## config.mk

```make
export PLATFORM = sky130hd
export DESIGN_NAME = lvl_mask_unit
export DESIGN_NICKNAME = d
export VERILOG_FILES = /design/src/rtl/lvl_mask_unit.sv
export SDC_FILE = /design/constraint.sdc
export NUM_CORES = 1
export LEC_CHECK = 0
export BUFFER_PORTS_ARGS = -buffer_cell sky130_fd_sc_hd__buf_2
export CAP_MARGIN = 20
export CORE_MARGIN = 4
export CORE_UTILIZATION = 39
export CTS_BUF_LIST = sky130_fd_sc_hd__clkbuf_8
export DETAILED_ROUTE_END_ITERATION = 7
export HOLD_SLACK_MARGIN = 0.03
export PLACE_DENSITY_LB_ADDON = 0.08
export SLEW_MARGIN = 5
export SYNTH_ARGS = -nofsm -noshare
export SYNTH_HDL_FRONTEND = slang
export SYNTH_SLANG_ARGS = --single-unit
```

## constraint.sdc

```tcl
create_clock -name clk -period 1.3 [get_ports clk]
set_input_delay 0 -clock clk [delete_from_list [all_inputs] [get_ports clk]]
set_output_delay 0 -clock clk [all_outputs]
set_load 0.005 [all_outputs]
```

## src/rtl/lvl_mask_unit.sv

```systemverilog
module lvl_mask_unit #(
  parameter int CODE_W = 4
) (
  input  logic                        clk,
  input  logic                        rst_n,
  input  logic                        set_we,
  input  logic [2*(1<<CODE_W)-1:0]    set_data,
  input  logic                        clr_we,
  input  logic [2*(1<<CODE_W)-1:0]    clr_data,
  input  logic                        rd_sel,
  output logic [2*(1<<CODE_W)-1:0]    rd_data,
  input  logic                        g0_en,
  input  logic [CODE_W-1:0]           g0_code,
  input  logic                        g1_en,
  input  logic [CODE_W-1:0]           g1_code,
  output logic                        g0_req,
  output logic [CODE_W-1:0]           g0_level,
  output logic                        g1_req,
  output logic [CODE_W-1:0]           g1_level
);
  localparam int DATA_W = 2 * (1 << CODE_W);
  localparam int HALF   = DATA_W / 2;
  localparam int IDX_W  = $clog2(DATA_W);
  localparam logic [CODE_W-1:0] IDLE = '1;
  localparam logic [DATA_W-1:0] ONE  = {{(DATA_W-1){1'b0}}, 1'b1};
  localparam logic [DATA_W-1:0] VALID = ~((ONE << HALF) | ONE);

  logic [DATA_W-1:0] mask_q, mask_d;
  logic [IDX_W-1:0]  g0_idx, g1_idx;
  logic              g0_pass, g1_pass;

  assign mask_d = (mask_q | (set_we ? set_data : '0))
                & ~(clr_we ? clr_data : '0) & VALID;

  always_ff @(posedge clk or negedge rst_n)
    if (!rst_n) mask_q <= '0;
    else        mask_q <= mask_d;

  assign rd_data = rd_sel ? '0 : mask_q;

  assign g0_idx  = IDX_W'(DATA_W - 1) - IDX_W'(g0_code);
  assign g1_idx  = IDX_W'(HALF - 1)   - IDX_W'(g1_code);
  assign g0_pass = g0_en && (g0_code != IDLE) && !mask_q[g0_idx];
  assign g1_pass = g1_en && (g1_code != IDLE) && !mask_q[g1_idx];

  always_ff @(posedge clk or negedge rst_n)
    if (!rst_n) begin
      g0_req   <= 1'b0;
      g1_req   <= 1'b0;
      g0_level <= IDLE;
      g1_level <= IDLE;
    end else begin
      g0_req   <= g0_pass;
      g1_req   <= g1_pass;
      g0_level <= g0_code;
      g1_level <= g1_code;
    end
endmodule

```

======== Word-level counts from Yosys, hierarchy flattened ========
Index checks and enable logic that the tools add are counted.
word-level totals
  word-level logic and storage cells ...... 27
  output and inout bits ................... 42
  flip-flop bits (word level) ............. 40
  bits of input ports ..................... 79
cells by class
  bitwise operators ....................... 3
  reduce and logical (&&, ||, !) cells .... 6
  multiplexer cells ....................... 7
  order comparisons ....................... 2
  equality and inequality tests ........... 2
  add/sub/neg operators ................... 2
operators by type and width
  kind                                                                   count
  32-bit two-way mux                                                     3
  32-bit AND                                                             1
  32-bit inverter                                                        1
  32-bit OR                                                              1
  5-bit by 6-bit < comparator with 1-bit output (second input constant)  2
  1-bit binary-select mux with 5-bit select                              2
  4-bit != test (second input constant)                                  2
  4-bit by 4-bit subtractor with 5-bit output (first input constant)     1
  5-bit by 4-bit subtractor with 5-bit output (first input constant)     1
  1-bit logical AND                                                      4
  1-bit logical NOT                                                      2
  1-bit two-way mux                                                      2

======== Logic depth before layout (Yosys ltp) ========
Gate-level depths: netlist of run 1.
  depth in word-level cells ............... 5
  mapped depth ............................ 3
  gate-level depth less buffers ........... 3

======== Worst setup path before layout of run 1 ========
Ideal clock, no wire load.
  path kind ............................... register to register
  from .................................... register mask_q[12]
  to ...................................... register g1_req
  stages on the path, launching flop included .. 4
  clock period less this slack ............ 1277 ps
  data required time ...................... 1204 ps
  arrival time ............................ 1181 ps
  setup time .............................. 96 ps
  path slack .............................. 23 ps
  cells stage by stage .................... dfrtp_1 > mux4_1 > mux2_2 > o32ai_2
on the way
  longest elaborated chain between the ends .. 4
ends and longest elaborated chain
  element                                    RTL line  RTL
  start: declaration                         28        logic [DATA_W-1:0] mask_q, mask_d;
  start signal: assignment                   37        else mask_q <= mask_d;
  1-bit binary-select mux with 5-bit select  44        assign g1_pass = g1_en && (g1_code != IDLE) && !mask_q[g1_idx];
  1-bit two-way mux (not written as such)    44
  1-bit logical NOT                          44
  1-bit logical AND                          44
  via g1_pass                                30        logic g0_pass, g1_pass;
  end signal: assignment                     54        g1_req <= g1_pass;
  end: declaration                           18        output logic g1_req,
The timed path passes the listed nets, and every way through them passes these cells. The select of a mux whose other input is x is not followed.

======== Worst setup path in the final report of run 1 ========
  from .................................... register mask_q[4]
  to ...................................... register g1_req
The elaborated chain is that of the path after synthesis.

==> impl_metrics.csv, run 1 <==
group,metric,value,unit
status,status,"finished, violations left",
status,violations,"negative setup slack",
sta,worst_pin_slew,627,ps
finish,drive_gt1_share,47.0,%
routing,drt_pass1_iterations,5,
yosys,ys_async_sr_fraction,100,%
critical_path,crit_cells,3,
critical_path,rr_endpoint,"g1_req",
finish,area_delta_synth_final,85.0,%
floorplan,core_area,4440,µm²
critical_path,worst_ep_arrival_time,1530,ps
clock_network,clock_latency,280,ps
yosys,synth_seq_cells,40,
grt,grt_busiest_layer,"met2",
place,dpl_cell_area,2630,µm²
yosys,synth_edf_count,0,
routing,vias_per_cell,4.89,
critical_path,start_kind,"register",
yosys,yosysWarnings,0,
critical_path,cp-startpoint,"mask_q[4]",
clock_network,cts_buffer_depth,2,
sta,setup_viol,2,
routing,wire_per_inst,15.7,µm
clock_network,cts_tree,"done",
critical_path,r2r-start,"mask_q[4]",
yosys,syn_area_per_cell,11.2,µm²
yosys,synth_cell_types,14,
clock_network,numCtsBuffers,5,
grt,gr-usage-met2,41.3,%
yosys,ys_seq_area_share,55.0,%
hold_path,hp-start,"set_data[2]",
clock_network,cts_sinks,40,
critical_path,crit_chain,"mux4_2 > nor2b_1 > o32ai_2",
place,portBuffers,114,
clock_network,clkSlewWorstSetupHoldPaths,70,ps
power_and_ir_drop,finalPower,3.15,mW
floorplan,initial_core_util,41.4,%
sta,setup_tns,-76.8,ps
sta,layout_setup_ws,-43.1,ps
critical_path,r2r_slack,-40,ps
critical_path,crit_path_end,"g1_req",
critical_path,slowest_stage,"mux4_2",
yosys,synth_area,1840,µm²
sta,rsz0062_at_grt,"true",
critical_path,worst-setup-path-type,"reg2reg",
grt,met3_usage,4.80,%
grt,grt_first_pass_wirelength,10600,µm
grt,grt_pass1_vias,2224,
grt,grtUsageTotal,22.9,%
power_and_ir_drop,power_leakage,1.69,nW
yosys,synth-main-ff-cell,"dfrtp_1",
sta,worst_slew_margin_rel,58.2,%
floorplan,die_area,5880,µm²
sta,finalCritPeriodShare,103,%
routing,vias,2065,
clock_network,cts.htree.levels,2,
grt,grt_max_degree,31,
power_and_ir_drop,p_per_area,927,nW/µm²
floorplan,num_io_pins,121,
place,place_ws,-34.2,ps
finish,fin_nets,448,
grt,antenna_found_initial,0,
yosys,synth_most_common_cell,"a21oi_1",
yosys,yosys.area.top_type,"dfrtp_1",
critical_path,crit_path_max_incr_delay,470,ps
critical_path,cp_data_required_time,1490,ps
yosys,synthCells,164,
routing,drc_errors,0,
yosys,synth_top_cell_area_share,43.5,%
sta,hold_violations,0,
yosys,synth_area_leaders,"dfrtp_1 44%, a21oi_1 16%, dfstp_2 11%",
clock_network,clockRootBuffer,"clkbuf_8",
routing,postRouteAntennaNets,0,
hold_path,min_path_type,"in2reg",
critical_path,path_buf_inv,0,
critical_path,path_max_fanout,2,
power_and_ir_drop,ir_drop,0.720,mV
floorplan,die_width,76.7,µm
finish,n_antenna_cell,0,
routing,drt_iter0_markers,111,
routing,wirelength,6640,µm
sta,finClkSkew,8.99,ps
place,place_hpwl,3860,µm
floorplan,die_y,76.7,µm
critical_path,cp_top_family,"multiplexers",
critical_path,critPathCaptureType,"register",
flow_run,maxCapViolations,0,
grt,grtUsageMet1,26.5,%
sta,max_freq,745,MHz
finish,fillers,296,
yosys,synth_commonest_cells,"60 x a21oi_1, 32 x dfrtp_1, 32 x nor2b_1, 9 x clkbuf_1, 8 x dfstp_2",
finish,fin_area,3400,µm²
place,gp_congestion,0.707,
floorplan,num_rows,24,
grt,grt.overflow.total,0,
critical_path,ff2ff_path_depth,3,
sta,finalCriticalPeriod,1340,ps
finish,finish.utilization,76.5,%
sta,maxSlewViolCount,0,
## area by class of cell
cell class | instances | area (µm²) | share of cell area (%)
Clock buffer | 5 | 68.8 | 2.02
Clock inverter | 3 | 12.5 | 0.368
Multi-Input combinational cell | 114 | 806 | 23.7
Sequential cell | 40 | 1010 | 29.7
Tap cell | 52 | 65.1 | 1.91
Timing Repair Buffer | 208 | 1440 | 42.3
## state kept, by name (all words and copies together), names as in the netlist
register,count
g0_req,1
g0_level,4
g1_level,4
g1_req,1
mask_q,30
## cell usage in the layout (no fill, tap or decap), drive strengths merged
| master | instances |
|---|---|
| a21oi | 60 |
| mux2 | 4 |
| o221a | 2 |
| dfstp | 8 |
| buf | 143 |
| clkbuf | 5 |
| o32ai | 2 |
| nand2b | 4 |
| clkinv | 1 |
| nand2 | 2 |
| mux4 | 6 |
| nor2b | 32 |
| dlygate4sd3 | 65 |
| conb | 2 |
| inv | 2 |
| dfrtp | 32 |
## metal layers
metal  part of all wire, %  wire length, µm  vias to the layer above
li1                      -                -                      987
met1                    40             2650                      956
met2                    51             3400                      107
met3                   6.2              410                       15
met4                   2.6              170                        0
met5                     0                0                        -
## worst min-delay path by stage
stage                      endpoint  cells past startpoint  slack (ps)
after global routing      mask_q[9]                      3          40
after detailed placement  mask_q[1]                      1         -80
after CTS                 mask_q[1]                      3          30
after global placement    mask_q[1]                      1         -80
after floorplan              g0_req                      0        -300
final                     mask_q[2]                      3           8
## stage by stage
| step | hold slack [ps] | instances |
|---|---|---|
| 2_1_floorplan | -296 | 165 |
| 3_3_place_gp | -77.0 | 346 |
| 3_5_place_dp | -75.9 | 346 |
| 4_1_cts | 30.7 | 423 |
| 5_1_grt | 40.0 | 422 |
| 6_report | 7.84 | 422 |
## cell families after synthesis
logic type      share of synthesized area (%)
compound gates                           19.3
flops                                    55.0
simple gates                             12.7
buf+inv                                  2.65
mux                                      10.2
other cells                             0.204
## worst reg2reg max path, delay by kind of cell (launching register included)
family	cells	cell delay, ps
mux	1	470
flops	1	380
compound gates	1	240
simple gates	1	160
## report_power, final
part | total [mW] | switching [mW] | internal (mW)
sequential | 1.45 | 0.0690 | 1.38
clock | 0.755 | 0.394 | 0.361
combinational | 0.949 | 0.364 | 0.585
total | 3.15 | 0.827 | 2.33
## what timing repair did
item,CTS,global route
endpoints found under the setup margin,2,7
gates resized for setup,4,4
hold buffers,68,0
pin swaps,1,0
endpoints found under the hold margin,78,0
buffers inserted,1,2
Power figures use the tool's default switching activity.
==> run 2: changes to the inputs <==
BUFFER_PORTS_ARGS = not set   (was -buffer_cell sky130_fd_sc_hd__buf_2)
CORE_UTILIZATION = 59   (was 39)
DONT_BUFFER_PORTS = 1   (was not set)
==> impl_metrics.csv, run 2 <==
group,metric,value,unit
floorplan,initial_core_util,63.9,%
place,gp_congestion,0.876,
clock_network,cts_sinks,40,
place,place_hpwl,3140,µm
status,firstError,"[ERROR DPL-0033] detailed placement checks failed during check placement.",
clock_network,cts.htree.levels,2,
yosys,ys_async_sr_fraction,100,%
clock_network,numCtsBuffers,5,
place,place_ws,-36.4,ps
clock_network,clockRootBuffer,"clkbuf_8",
yosys,yosys.area.top_type,"dfrtp_1",
yosys,synth_edf_count,0,
clock_network,cts_buffer_depth,2,
clock_network,post-cts-setup-buffers,2,
yosys,syn_area_per_cell,11.2,µm²
clock_network,cts.hold.buffers_added,72,
yosys,synth_top_cell_area_share,43.5,%
status,failed_stage,"clock tree synthesis",
floorplan,die_y,63.8,µm
yosys,synth_cell_types,14,
yosys,synthCells,164,
floorplan,die_width,63.8,µm
floorplan,num_io_pins,121,
yosys,synth_seq_cells,40,
yosys,synth_area_leaders,"dfrtp_1 44%, a21oi_1 16%, dfstp_2 11%",
yosys,yosysWarnings,0,
yosys,synth_most_common_cell,"a21oi_1",
status,status,"did not finish",
yosys,synth_area,1840,µm²
yosys,synth_commonest_cells,"60 x a21oi_1, 32 x dfrtp_1, 32 x nor2b_1, 9 x clkbuf_1, 8 x dfstp_2",
place,portBuffers,0,
clock_network,cts_resized,4,
floorplan,num_rows,19,
yosys,ys_seq_area_share,55.0,%
yosys,synth-main-ff-cell,"dfrtp_1",
run 2: cell counts after synthesis:
No cell type changed its count.
run 2: kinds of logic after synthesis:
kind of cell | share of synthesized area (%)
other | 0.204
and+or+nand+nor | 12.7
DFF | 55.0
muxes | 10.2
buffers and inverters | 2.65
AOI/OAI and AO/OA | 19.3
run 2: metrics by stage:
| step | cells | hold slack [ps] | TNS, ps | area [µm²] | util [%] |
|---|---|---|---|---|---|
| floorplan | 165 | -296 | 0 | 1840 | - |
| detailed placement | 215 | -295 | -41.4 | 1990 | 69.2 |
| global placement | 215 | -295 | 0 | 1990 | 69.2 |
==> run 3: changes to the inputs <==
CORE_UTILIZATION = 40   (was 59)
CTS_BUF_LIST = not set   (was sky130_fd_sc_hd__clkbuf_8)
HOLD_SLACK_MARGIN = not set   (was 0.03)
PLACE_DENSITY_LB_ADDON = 0.15   (was 0.08)
clock period = 1.7 ns   (was 1.3 ns; I/O delays follow)
==> impl_metrics.csv, run 3 (synthesis gave the netlist of run 1 again) <==
group,metric,value,unit
grt,grt_first_pass_wirelength,8050,µm
power_and_ir_drop,power_leakage,1.10,nW
routing,wire_per_inst,19.5,µm
critical_path,crit_path_end,"mask_q[7]",
sta,finalCriticalPeriod,1390,ps
critical_path,crit_cells,2,
critical_path,r2r_slack,330,ps
clock_network,clock_latency,280,ps
floorplan,core_area,4410,µm²
clock_network,clkSlewWorstSetupHoldPaths,70,ps
finish,n_antenna_cell,0,
routing,drc_errors,0,
floorplan,num_rows,24,
power_and_ir_drop,p_per_area,810,nW/µm²
finish,layout_common_cells,"73 x dlygate4sd3_1, 60 x a21oi_1, 32 x nor2b_1, 32 x dfrtp_1, 8 x dfstp_2",
grt,grtUsageTotal,19.6,%
clock_network,numCtsBuffers,5,
critical_path,path_buf_inv,1,
place,gp_congestion,0.704,
critical_path,worst_ep_arrival_time,1490,ps
floorplan,die_area,5750,µm²
sta,finalCritPeriodShare,81.7,%
floorplan,initial_core_util,41.7,%
place,portBuffers,0,
routing,postRouteAntennaNets,0,
sta,maxSlewViolCount,0,
critical_path,ff2ff_path_depth,3,
critical_path,rr_endpoint,"g1_req",
floorplan,die_width,75.8,µm
finish,fin_nets,315,
finish,top_register,"mask_q",
power_and_ir_drop,finalPower,2.20,mW
routing,drt_iter0_markers,71,
sta,setup_tns,0,ps
clock_network,cts_buffer_depth,2,
floorplan,num_io_pins,121,
routing,vias_per_cell,5.54,
floorplan,die_y,75.8,µm
critical_path,start_kind,"primary input",
grt,antenna_found_initial,0,
sta,worst_slew_margin_rel,25.3,%
hold_path,holdPathStages,2,
critical_path,path_max_fanout,30,
finish,largestRegisters,"mask_q x30, g0_level x4, g1_level x4",
critical_path,critPathCaptureType,"register",
sta,rsz0062_at_grt,"false",
sta,hold_violations,0,
finish,largest_register_ffs,30,
routing,drt_pass1_iterations,4,
finish,final_common_cell,"dlygate4sd3_1",
critical_path,worst-setup-path-type,"in2reg",
routing,vias,1600,
finish,area_delta_synth_final,47.4,%
flow_run,maxCapViolations,0,
grt,grt.overflow.total,0,
finish,drive_gt1_share,11.8,%
critical_path,r2r-start,"mask_q[5]",
clock_network,cts_sinks,40,
clock_network,cts_tree,"done",
sta,setup_viol,0,
finish,fillers,349,
critical_path,crit_path_max_incr_delay,1280,ps
clock_network,cts.htree.levels,2,
grt,grt_max_degree,41,
critical_path,cp-startpoint,"clr_we",
clock_network,clockRootBuffer,"clkbuf_8",
sta,finClkSkew,2.63,ps
sta,max_freq,720,MHz
place,place_hpwl,3260,µm
critical_path,cp_top_family,"buffers and inverters",
sta,fin_hold_ws,12.3,ps
status,status,"finished, final reports clean",
critical_path,slowest_stage,"dlygate4sd3_1",
finish,fin_area,2710,µm²
grt,grt_pass1_vias,1657,
power_and_ir_drop,ir_drop,0.460,mV
critical_path,crit_chain,"dlygate4sd3_1 > a21oi_1",
sta,worst_pin_slew,1120,ps
routing,wirelength,5640,µm
hold_path,min_path_type,"in2reg",
place,dpl_cell_area,1860,µm²
critical_path,cp_data_required_time,1800,ps
## run 3: area by class of cell
type / count / area [µm²] / area share (%)
timing repair buffer: 75 / 762 / 28.1
sequential: 40 / 1010 / 37.3
clock buffer: 8 / 90.1 / 3.32
tap: 52 / 65.1 / 2.40
multi-input combinational: 114 / 783 / 28.9
## run 3: power breakdown
part / switching (mW) / leakage [nW] / internal [mW] / total [mW]
clock: 0.303 / 0.0455 / 0.331 / 0.634
combinational: 0.173 / 0.584 / 0.262 / 0.435
sequential: 0.0713 / 0.472 / 1.06 / 1.13
## run 3: stage by stage
step / cells / worst slack [ps] / utilization, %
2_1_floorplan: 165 / 423 / -
3_3_place_gp: 206 / 354 / 42.1
3_5_place_dp: 206 / 348 / 42.1
4_1_cts: 288 / 278 / 61.2
5_1_grt: 289 / 258 / 61.4
6_report: 289 / 311 / 61.4
## run 3: repair_timing
action                                  CTS  global route
endpoints found under the setup margin    0             0
gates resized for setup                   0             0
setup buffers                             0             0
hold buffers                             74             0
hold endpoints to repair                 80             0
## run 3: worst min-delay path by stage
stage / startpoint / endpoint / slack [ps]
CTS: g0_code[1] / g0_req / 0.7
global route: g1_code[1] / g1_req / 5
detailed placement: rst_n / g1_req / -290
finish: g0_code[1] / g0_req / 10
global placement: rst_n / g1_req / -290
floorplan: rst_n / g0_req / -300
## run 3: routing by layer
| metal | wire [µm] | global-route usage, % |
|---|---|---|
| met4 | 131 | 6.99 |
| met5 | 0 | 0 |
| met2 | 3060 | 35.9 |
| met1 | 2040 | 21.0 |
| met3 | 406 | 5.94 |
